$ cat src/rtl/dma_pkg.sv
package dma_pkg;

  typedef enum logic [1:0] {
    SEQ_IDLE = 2'd0,
    SEQ_RUN  = 2'd1,
    SEQ_WAIT = 2'd2
  } seq_state_t;

  localparam logic [2:0] REG_SRC  = 3'd0;
  localparam logic [2:0] REG_DST  = 3'd1;
  localparam logic [2:0] REG_LEN  = 3'd2;
  localparam logic [2:0] REG_CTRL = 3'd3;
  localparam logic [2:0] REG_STAT = 3'd4;

endpackage

$ cat src/rtl/dma_seq.sv
// Burst sequencer for one master: runs a burst of blen beats, handles
// retry (idle RETRY clocks, then replay) and error (stop).
module dma_seq
  import dma_pkg::*;
#(
  parameter int MAXB  = 64,
  parameter int RETRY = 16,
  localparam int BW   = $clog2(MAXB + 1)
) (
  input  logic          clk,
  input  logic          rst,
  input  logic          go,
  input  logic [BW-1:0] blen,
  input  logic          abort,
  input  logic          ack,
  input  logic          rty,
  input  logic          err,
  output logic          cyc,
  output logic [BW-1:0] idx,
  output logic          busy,
  output logic          beat,
  output logic          done,
  output logic          retry_p,
  output logic          err_p
);

  localparam logic [7:0] RT = 8'(RETRY);

  seq_state_t    state;
  logic [BW-1:0] lenq;
  logic [7:0]    timer;

  assign cyc     = (state == SEQ_RUN);
  assign busy    = (state != SEQ_IDLE);
  assign err_p   = cyc & err;
  assign retry_p = cyc & rty & ~err;
  assign beat    = cyc & ack & ~rty & ~err;
  assign done    = beat & (idx == lenq - 1'b1);

  always_ff @(posedge clk) begin
    if (rst || abort) begin
      state <= SEQ_IDLE;
      idx   <= '0;
      lenq  <= '0;
      timer <= '0;
    end else begin
      case (state)
        SEQ_IDLE: if (go) begin
          state <= SEQ_RUN;
          idx   <= '0;
          lenq  <= blen;
        end
        SEQ_RUN: begin
          if (err) begin
            state <= SEQ_IDLE;
          end else if (rty) begin
            state <= SEQ_WAIT;
            idx   <= '0;
            timer <= RT;
          end else if (ack) begin
            if (idx == lenq - 1'b1) state <= SEQ_IDLE;
            else idx <= idx + 1'b1;
          end
        end
        SEQ_WAIT: begin
          if (timer <= 8'd1) state <= SEQ_RUN;
          else timer <= timer - 8'd1;
        end
        default: state <= SEQ_IDLE;
      endcase
    end
  end

endmodule

$ cat src/rtl/dma_fifo.sv
// FIFO with separate speculative and committed pointers on both sides,
// so a retried burst can be undone (write side) or replayed (read side).
module dma_fifo #(
  parameter int DW    = 32,
  parameter int DEPTH = 32,
  localparam int AW   = $clog2(DEPTH)
) (
  input  logic          clk,
  input  logic          rst,
  input  logic          flush,
  input  logic          push,
  input  logic [DW-1:0] wdata,
  input  logic          wr_commit,
  input  logic          wr_undo,
  input  logic          pop,
  input  logic          rd_commit,
  input  logic          rd_undo,
  output logic [DW-1:0] rdata,
  output logic [AW:0]   free,
  output logic [AW:0]   avail
);

  localparam logic [AW:0] DEP = (AW + 1)'(DEPTH);

  logic [DW-1:0] mem [DEPTH];
  logic [AW:0]   wp, wc, rp, rc;

  always_ff @(posedge clk) begin
    if (push) mem[wp[AW-1:0]] <= wdata;
  end

  assign rdata = mem[rp[AW-1:0]];
  assign free  = DEP - (wp - rc);
  assign avail = wc - rp;

  always_ff @(posedge clk) begin
    if (rst || flush) begin
      wp <= '0;
      wc <= '0;
      rp <= '0;
      rc <= '0;
    end else begin
      if (wr_undo) wp <= wc;
      else if (push) wp <= wp + 1'b1;
      if (wr_commit) wc <= wp + (AW + 1)'(push);
      if (rd_undo) rp <= rc;
      else if (pop) rp <= rp + 1'b1;
      if (rd_commit) rc <= rp + (AW + 1)'(pop);
    end
  end

endmodule

$ cat src/rtl/dma_regs.sv
// Control slave port and architectural registers of the engine.
module dma_regs
  import dma_pkg::*;
#(
  parameter int ADR_W = 32,
  parameter int LEN_W = 32,
  parameter int SH    = 2
) (
  input  logic             clk,
  input  logic             rst,
  input  logic             s_cyc,
  input  logic             s_stb,
  input  logic             s_we,
  input  logic [2:0]       s_adr,
  input  logic [31:0]      s_wdat,
  output logic [31:0]      s_rdat,
  output logic             s_ack,
  input  logic             rd_adv,
  input  logic [LEN_W-1:0] rd_bytes,
  input  logic             wr_adv,
  input  logic [LEN_W-1:0] wr_bytes,
  input  logic             fail,
  output logic             busy,
  output logic             burst_en,
  output logic [ADR_W-1:0] src_q,
  output logic [ADR_W-1:0] dst_q,
  output logic [LEN_W-1:0] len_q,
  output logic [LEN_W-1:0] rdl_q,
  output logic             irq
);

  localparam logic [LEN_W-1:0] LMASK = ~(LEN_W'((1 << SH) - 1));

  logic irq_en, done_q, err_q;
  logic acc, wr_acc, cfg_wr;

  assign acc    = s_cyc & s_stb & ~s_ack;
  assign wr_acc = acc & s_we;
  assign cfg_wr = wr_acc & ~busy;

  always_ff @(posedge clk) begin
    if (rst) begin
      s_ack <= 1'b0;
      s_rdat <= '0;
      busy <= 1'b0;
      burst_en <= 1'b0;
      irq_en <= 1'b0;
      done_q <= 1'b0;
      err_q <= 1'b0;
      src_q <= '0;
      dst_q <= '0;
      len_q <= '0;
      rdl_q <= '0;
      irq <= 1'b0;
    end else begin
      s_ack <= acc;
      if (acc) begin
        case (s_adr)
          REG_SRC:  s_rdat <= 32'(src_q);
          REG_DST:  s_rdat <= 32'(dst_q);
          REG_LEN:  s_rdat <= 32'(len_q);
          REG_CTRL: s_rdat <= {29'd0, irq_en, burst_en, 1'b0};
          REG_STAT: s_rdat <= {29'd0, err_q, done_q, busy};
          default:  s_rdat <= '0;
        endcase
      end
      if (cfg_wr) begin
        case (s_adr)
          REG_SRC: src_q <= s_wdat[ADR_W-1:0];
          REG_DST: dst_q <= s_wdat[ADR_W-1:0];
          REG_LEN: len_q <= s_wdat[LEN_W-1:0] & LMASK;
          REG_CTRL: begin
            burst_en <= s_wdat[1];
            irq_en   <= s_wdat[2];
            if (s_wdat[0]) begin
              err_q <= 1'b0;
              if (len_q == '0) begin
                done_q <= 1'b1;
              end else begin
                done_q <= 1'b0;
                busy   <= 1'b1;
                rdl_q  <= len_q;
              end
            end
          end
          default: ;
        endcase
      end
      if (wr_acc && s_adr == REG_STAT) begin
        if (s_wdat[1]) done_q <= 1'b0;
        if (s_wdat[2]) err_q <= 1'b0;
      end
      if (rd_adv) begin
        src_q <= src_q + ADR_W'(rd_bytes);
        rdl_q <= rdl_q - rd_bytes;
      end
      if (wr_adv) begin
        dst_q <= dst_q + ADR_W'(wr_bytes);
        len_q <= len_q - wr_bytes;
        if (len_q == wr_bytes) begin
          busy   <= 1'b0;
          done_q <= 1'b1;
        end
      end
      if (fail) begin
        busy  <= 1'b0;
        err_q <= 1'b1;
      end
      irq <= irq_en & (done_q | err_q);
    end
  end

endmodule

$ cat src/rtl/dma_engine.sv
// Top of the DMA engine: register file, two burst sequencers, FIFO and
// the scheduling that decides when each side may start a burst.
module dma_engine #(
  parameter int ADR_W = 32,
  parameter int DW    = 32,
  parameter int LEN_W = 32,
  parameter int BURST = 16,
  parameter int DEPTH = 32,
  parameter int RETRY = 16
) (
  input  logic             clk,
  input  logic             rst,
  input  logic             s_cyc,
  input  logic             s_stb,
  input  logic             s_we,
  input  logic [2:0]       s_adr,
  input  logic [31:0]      s_wdat,
  output logic [31:0]      s_rdat,
  output logic             s_ack,
  output logic             irq,
  output logic             rd_cyc,
  output logic             rd_stb,
  output logic [ADR_W-1:0] rd_adr,
  input  logic [DW-1:0]    rd_dat,
  input  logic             rd_ack,
  input  logic             rd_rty,
  input  logic             rd_err,
  output logic             wr_cyc,
  output logic             wr_stb,
  output logic             wr_we,
  output logic [ADR_W-1:0] wr_adr,
  output logic [DW-1:0]    wr_dat,
  input  logic             wr_ack,
  input  logic             wr_rty,
  input  logic             wr_err
);

  localparam int STEP = DW / 8;
  localparam int SH   = $clog2(STEP);
  localparam int BW   = $clog2(BURST + 1);
  localparam int FAW  = $clog2(DEPTH);

  logic             busy, burst_en, fail;
  logic [ADR_W-1:0] src_q, dst_q;
  logic [LEN_W-1:0] len_q, rdl_q, rd_beats, wr_beats, rd_bytes, wr_bytes;
  logic [BW-1:0]    rd_blen, wr_blen, rd_idx, wr_idx;
  logic             rd_go, wr_go, rd_busy, wr_busy;
  logic             rd_beat, wr_beat, rd_done, wr_done;
  logic             rd_retry, wr_retry, rd_errp, wr_errp;
  logic [FAW:0]     free, avail;

  dma_regs #(.ADR_W(ADR_W), .LEN_W(LEN_W), .SH(SH)) regs_i (
    .clk, .rst, .s_cyc, .s_stb, .s_we, .s_adr, .s_wdat, .s_rdat, .s_ack,
    .rd_adv(rd_done), .rd_bytes, .wr_adv(wr_done), .wr_bytes, .fail,
    .busy, .burst_en, .src_q, .dst_q, .len_q, .rdl_q, .irq
  );

  assign rd_beats = rdl_q >> SH;
  assign wr_beats = len_q >> SH;

  always_comb begin
    if (!burst_en) rd_blen = BW'(1);
    else if (rd_beats >= LEN_W'(BURST)) rd_blen = BW'(BURST);
    else rd_blen = BW'(rd_beats);
    if (!burst_en) wr_blen = BW'(1);
    else if (wr_beats >= LEN_W'(BURST)) wr_blen = BW'(BURST);
    else wr_blen = BW'(wr_beats);
  end

  assign rd_bytes = LEN_W'(rd_blen) << SH;
  assign wr_bytes = LEN_W'(wr_blen) << SH;
  assign fail     = rd_errp | wr_errp;

  assign rd_go = busy && (rd_beats != '0) && !rd_busy && (32'(free) >= 32'(rd_blen));
  assign wr_go = busy && (wr_beats != '0) && !wr_busy && (32'(avail) >= 32'(wr_blen));

  dma_seq #(.MAXB(BURST), .RETRY(RETRY)) rseq_i (
    .clk, .rst, .go(rd_go), .blen(rd_blen), .abort(fail),
    .ack(rd_ack), .rty(rd_rty), .err(rd_err),
    .cyc(rd_cyc), .idx(rd_idx), .busy(rd_busy), .beat(rd_beat),
    .done(rd_done), .retry_p(rd_retry), .err_p(rd_errp)
  );

  dma_seq #(.MAXB(BURST), .RETRY(RETRY)) wseq_i (
    .clk, .rst, .go(wr_go), .blen(wr_blen), .abort(fail),
    .ack(wr_ack), .rty(wr_rty), .err(wr_err),
    .cyc(wr_cyc), .idx(wr_idx), .busy(wr_busy), .beat(wr_beat),
    .done(wr_done), .retry_p(wr_retry), .err_p(wr_errp)
  );

  dma_fifo #(.DW(DW), .DEPTH(DEPTH)) fifo_i (
    .clk, .rst, .flush(fail),
    .push(rd_beat), .wdata(rd_dat), .wr_commit(rd_done), .wr_undo(rd_retry),
    .pop(wr_beat), .rd_commit(wr_done), .rd_undo(wr_retry),
    .rdata(wr_dat), .free, .avail
  );

  assign rd_stb = rd_cyc;
  assign wr_stb = wr_cyc;
  assign wr_we  = wr_cyc;
  assign rd_adr = src_q + (ADR_W'(rd_idx) << SH);
  assign wr_adr = dst_q + (ADR_W'(wr_idx) << SH);

endmodule

$ cat config.mk
export PLATFORM = sky130hd
export DESIGN_NAME = dma_engine
export DESIGN_NICKNAME = d
export VERILOG_FILES = /design/src/rtl/dma_pkg.sv /design/src/rtl/dma_seq.sv /design/src/rtl/dma_fifo.sv /design/src/rtl/dma_regs.sv /design/src/rtl/dma_engine.sv
export SDC_FILE = /design/constraint.sdc
export NUM_CORES = 2
export LEC_CHECK = 0
export CORE_MARGIN = 2
export CORE_UTILIZATION = 50
export CTS_BUF_LIST = sky130_fd_sc_hd__clkbuf_8
export CTS_CLUSTER_DIAMETER = 40
export CTS_CLUSTER_SIZE = 25
export DETAILED_ROUTE_END_ITERATION = 8
export GPL_ROUTABILITY_DRIVEN = 0
export PLACE_DENSITY = 0.78
export RECOVER_POWER = 50
export SLEW_MARGIN = 10
export SYNTH_ARGS = -nofsm -noshare
export SYNTH_HDL_FRONTEND = slang
export SYNTH_SLANG_ARGS = --single-unit
$ cat constraint.sdc
create_clock -name clk -period 7 [get_ports clk]
set_clock_uncertainty 0.05 [all_clocks]
set_input_delay 1.4 -clock clk [delete_from_list [all_inputs] [get_ports clk]]
set_output_delay 1.4 -clock clk [all_outputs]
set_load 0.02 [all_outputs]
# Word level (Yosys, flattened, before mapping)
# Memories as Yosys holds them, arrays and structs flattened. A register that Yosys moved wholly into a read port is not among the register bits.
# Index checks and enable logic that the tools add are counted.
dict set report op_classes {
  bitwise_logic 27
  n_eq_ne 30
  muxes 81
  addsub 19
  order_cmp 6
  n_reduce_logical 45
}
# operator count
set ops {}
lappend ops {{$mux W32} 14}
lappend ops {{$pmux W32 S5} 1}
lappend ops {{$add A32 B7 Y32} 4}
lappend ops {{$mux W5} 16}
lappend ops {{$reduce_bool A32 Y1} 2}
lappend ops {{$sub A32 B7 Y32} 2}
lappend ops {{$ge A30 B5 Y1 const B} 2}
lappend ops {{$mux W8} 6}
lappend ops {{$eq A32 B7 Y1} 1}
lappend ops {{$logic_not A32 Y1} 1}
lappend ops {{$pmux W8 S2} 2}
lappend ops {{$reduce_bool A2 Y1} 15}
lappend ops {{$mux W2} 12}
lappend ops {{$mux W6} 4}
lappend ops {{$mux W1} 22}
lappend ops {{$pmux W5 S2} 2}
lappend ops {{$reduce_and A4 Y1} 5}
lappend ops {{$and A1 B1 Y1} 19}
lappend ops {{$le A8 B1 Y1 const B} 2}
lappend ops {{$ne A2 B2 Y1 const B} 8}
lappend ops {{$ne A4 B4 Y1 const B} 4}
lappend ops {{$sub A8 B1 Y8 const B} 2}
lappend ops {{$add A6 B1 Y6} 2}
lappend ops {{$add A6 B1 Y6 const B} 2}
lappend ops {{24 further kinds} 58}
dict set report word_totals {
  ramBits 1024
  memories 1
  regBits 231
  in_bits 78
  word_cells 233
  out_inout_bits 135
}
# name words width rd rd_clocked_by_memory_dff wr line_no
set memory_table {}
lappend memory_table {fifo_i.mem 32 32 1 1 1 dma_fifo.sv:25} ;# logic [DW-1:0] mem [DEPTH];

# Longest topological paths before layout
dict set report depth {
  ltp_word 9
  ltp_mapped 17
  ltp_nobuf 15
}

# Hierarchy
# Synthesis repeated with hierarchy kept, for this count alone.
dict set report unflattened {
  hier_cells 4766
  hier_area_um2 60081.4
}
# mod instances area_per_inst_um2 cells_each seq_area_each_um2
set modules_own_cells {}
lappend modules_own_cells {dma_fifo 1 41089.4 2267 31330.0}
lappend modules_own_cells {dma_regs 1 14724.1 1931 3343.2}
lappend modules_own_cells {dma_engine 1 1941.9 284 0.0}
lappend modules_own_cells {{dma_seq (wseq_i)} 1 1163.6 142 400.4}
lappend modules_own_cells {{dma_seq (rseq_i)} 1 1162.4 142 400.4}

# Worst setup path before layout
# No wires, ideal clock.
dict set report synth_path {
  kind {input port to flip-flop}
  start {input port rd_err}
  end {memory fifo_i.mem[15][0] (enable)}
  required_ns 6.527
  path_slack_ns 2.650
  arrival_ns 3.877
  setup_ns 0.423
  cell_stages 5
  n_path_buf 0
  path_cell_list {nor3b_1 nand3b_1 clkinv_1 nand2_1 nor2_1}
}
dict set report synth_between {
  elab_chain_len 4
}
# item line_no
set synth_lines {}
lappend synth_lines {{start: declaration} dma_engine.sv:27} ;# input logic rd_err,
lappend synth_lines {{$not A1 Y1} dma_seq.sv:37} ;# assign beat = cyc & ack & ~rty & ~err;
lappend synth_lines {{$and A1 B1 Y1} dma_seq.sv:37}
lappend synth_lines {{$mux W1} dma_fifo.sv:29} ;# if (push) mem[wp[AW-1:0]] <= wdata;
lappend synth_lines {{$mux W1 (not written as such)} dma_fifo.sv:29}
lappend synth_lines {{end: declaration} dma_fifo.sv:25}
# No other way between the ends.

# Final worst setup path
dict set report layout_path {
  start {input port rst}
  end {register rseq_i.idx[0]}
}
dict set report layout_between {
  elab_chain_len 1
}
# item line_no
set layout_lines {}
lappend layout_lines {{start: declaration} dma_engine.sv:12} ;# input logic rst,
lappend layout_lines {{$logic_or A1 B1 Y1} dma_seq.sv:41} ;# if (rst || abort) begin
lappend layout_lines {{end signal: assignment} dma_seq.sv:62} ;# else idx <= idx + 1'b1;
lappend layout_lines {{end: declaration} dma_seq.sv:19} ;# output logic [BW-1:0] idx,
# No other way between the ends.
# A chain may end at the register's enable or synchronous reset.

==> impl_metrics.env <==
export IMPL_max_stage_delay_ps=2540
export IMPL_hpwl_um=89000
export IMPL_grt_pass1_wl_um=206000
export IMPL_drv_slew=689
export IMPL_finalCriticalPeriod_ps=6250
export IMPL_critPathArrivalTime_ps=6920
export IMPL_die_area_mm2=0.110
export IMPL_hold_depth=2
export IMPL_finalNetCount=3780
export IMPL_path_cells="clkbuf_1 -> clkbuf_1 -> nor2b_1 -> nand3_1 -> nor2_1"
export IMPL_crit_family="buffers and inverters"
export IMPL_areaGrowthSynthToFinish_pct=13.5
export IMPL_htree_levels=4
export IMPL_drive_gt1_frac=0.190
export IMPL_grt_max_degree=76
export IMPL_min_path_type="reg2reg"
export IMPL_worst_slew_pin_slew_ps=3490
export IMPL_rsz0062_at_grt="no"
export IMPL_io_pins=213
export IMPL_ys_seq_elements=1256
export IMPL_synth_cell_type_count=87
export IMPL_num_vias=32546
export IMPL_rows=120
export IMPL_synth_async_reset_ratio=0
export IMPL_syn_avg_cell_area_um2=15.8
export IMPL_die_w_um=331
export IMPL_setup_tns_ps=0
export IMPL_coreArea_mm2=0.107
export IMPL_clk_latency_ps=870
export IMPL_worstPathRequired_ps=7680
export IMPL_start_kind="primary input"
export IMPL_p_comb_frac=0.020
export IMPL_ant_nets=0
export IMPL_ys_seq_area_frac=0.660
export IMPL_p_total_mw=13.9
export IMPL_drc=0
export IMPL_root_buffer="clkbuf_8"
export IMPL_final_common_cell="edfxtp_1"
export IMPL_clock_fmax_mhz=160
export IMPL_post_cts_setup_buffers=0
export IMPL_cts_sinks=1256
export IMPL_switchingPower_mw=3.26
export IMPL_avgRoutedWirePerCell_um=26.9
export IMPL_fin_crit_sh=0.892
export IMPL_max_cap_violations=22
export IMPL_vdd_ir_drop_max_v=0.000145
export IMPL_antenna_found_initial=12
export IMPL_yosys_warnings=0
export IMPL_cts_max_path_buffers=3
export IMPL_port_buffers=212
export IMPL_path_class="in2reg"
export IMPL_postSynthNetCount=3548
export IMPL_ctsResizeCount=0
export IMPL_netlist_area_mm2=0.0536
export IMPL_slowest_stage="clkbuf_1"
export IMPL_slew_headroom=-1.32
export IMPL_crit_cells=5
export IMPL_dp_slack_ps=1720
export IMPL_p_per_area_mw_per_mm2=229
export IMPL_whs_ps=423
export IMPL_hold_buffers=0
export IMPL_final_cell_mix="edfxtp_1 (1024), mux4_2 (321), dfxtp_1 (227)"
export IMPL_clk_pin_slew_worst_paths_ps=70
export IMPL_switching_share=0.235
export IMPL_crit_fanout=75
export IMPL_drtPass1Iterations=6
export IMPL_power_share_clock=0.400
export IMPL_tritoncts="built"
export IMPL_gr_total_overflow=0
export IMPL_start_util=0.502
export IMPL_reg2reg_depth=13
export IMPL_setup_viol=0
export IMPL_pwr_share_seq=0.581
export IMPL_p_leak_nw=19.1
export IMPL_first_global_vias=31726
export IMPL_cts_buffers=141
export IMPL_netlist_instances=3393
export IMPL_path_buf_inv=2
export IMPL_crit_path_end_kind="flop"
export IMPL_p_int_mw=10.6
export IMPL_drt_vias_per_instance=6.32
export IMPL_hold_viol=0
export IMPL_ys_flop_type="edfxtp_1"
export IMPL_grtUsageTotal=0.250
export IMPL_synth_edf_count=1024
export IMPL_fp_dieH_um=331
export IMPL_routed_wl_um=138000
export IMPL_first_iter_violations=4458
export IMPL_crit_top_cell="clkbuf_1"
export IMPL_violations="capacitance limit, slew limit"
export IMPL_status="finished, violations left"
export IMPL_fin_ws_ps=754
## sequential cells by signal, indices dropped and copies added (netlist names), 8 cells and up, named ones only
signal,count
rseq_i.timer,8
regs_i.len_q,30
wseq_i.timer,8
regs_i.src_q,32
fifo_i.mem,1024
regs_i.rdl_q,30
regs_i.dst_q,32
regs_i.s_rdat,32
## layout make-up
class                      instances  area [um^2]
sequential                      1256        35400
fill                            7848        45900
inverter                          77          289
clock inverter                   116         1280
timing repair buffer             285         2760
clock buffer                     143         1970
multi-input combinational       1864        17300
antenna                            8         20.0
tap                             1403         1760
## power by group through the flow
stage	registers [mW]	logic (mW)	clock network (mW)
floorplan	8.23	0.0819	0
global placement	8.24	0.270	0
detailed placement	8.24	0.278	0
CTS	8.07	0.278	5.63
global route	8.07	0.289	5.90
finish	8.07	0.275	5.55
## Yosys cell counts, types with 22 or more instances
cell type  count  area [um^2]
dfxtp_1      232         4640
xnor2_1       64          561
nand2_1      210          788
nor4_1        23          144
nor3_1        71          355
and3_1        22          138
edfxtp_1    1024        30700
ha_1          69          863
or3_1         25          156
o21ai_0       67          335
a211oi_1      49          368
a311oi_1      24          210
o211ai_1      24          180
inv_1         74          278
nand3_1       77          385
xor2_1        46          403
mux2_2        34          383
clkbuf_1     141          529
nor2_1       242          908
a31oi_1       43          269
a21oi_1      104          521
mux4_2       321         7230
a22oi_1       45          338
mux2i_1       44          440
buf_1         37          139
## stage by stage
step / area, um^2 / utilization / std cells
2_1_floorplan: 53600 / - / 3393
3_3_place_gp: 57500 / 0.539 / 4878
3_5_place_dp: 57500 / 0.539 / 4878
4_1_cts: 60800 / 0.570 / 5137
5_1_grt: 60800 / 0.570 / 5147
6_report: 60800 / 0.570 / 5152
## routing by layer
metal / track usage / wire [um] / vias to the layer above
met3: 0.0495 / 14400 / 320
met1: 0.343 / 52600 / 16325
met2: 0.401 / 66400 / 1944
met4: 0.0898 / 5020 / 12
li1: - / - / 13945
met5: 0 / 75 / -
## cells by family (layout without fill, tap and decap cells)
logic type,after synthesis,count (layout),share of synthesized area
AO/OA/AOI/OAI,474,474,0.0601
XOR/XNOR,110,110,0.0180
adder cells (fa/ha/maj),82,82,0.0200
buffers and inverters,273,621,0.0200
flip-flops,1256,1256,0.660
multiplexers,399,399,0.150
other,0,8,0
AND/OR/NAND/NOR,799,799,0.0712
## path summary, 6_finish.rpt
path | startpoint | endpoint | slack [ps]
worst max-delay path | rst | rseq_i.idx[0] | 750
worst min-delay path | rseq_i.lenq[4] | rseq_i.lenq[4] | 420
worst max register to register | regs_i.len_q[16] | regs_i.len_q[21] | 1950
worst min register to register | rseq_i.lenq[4] | rseq_i.lenq[4] | 420
## tightest hold or removal path: stages, from the launching register on
cell and delay [ps]:
dfxtp_1 320, nand2_1 60, a21oi_1 50
No activity file was read; power rests on OpenSTA's default activity.
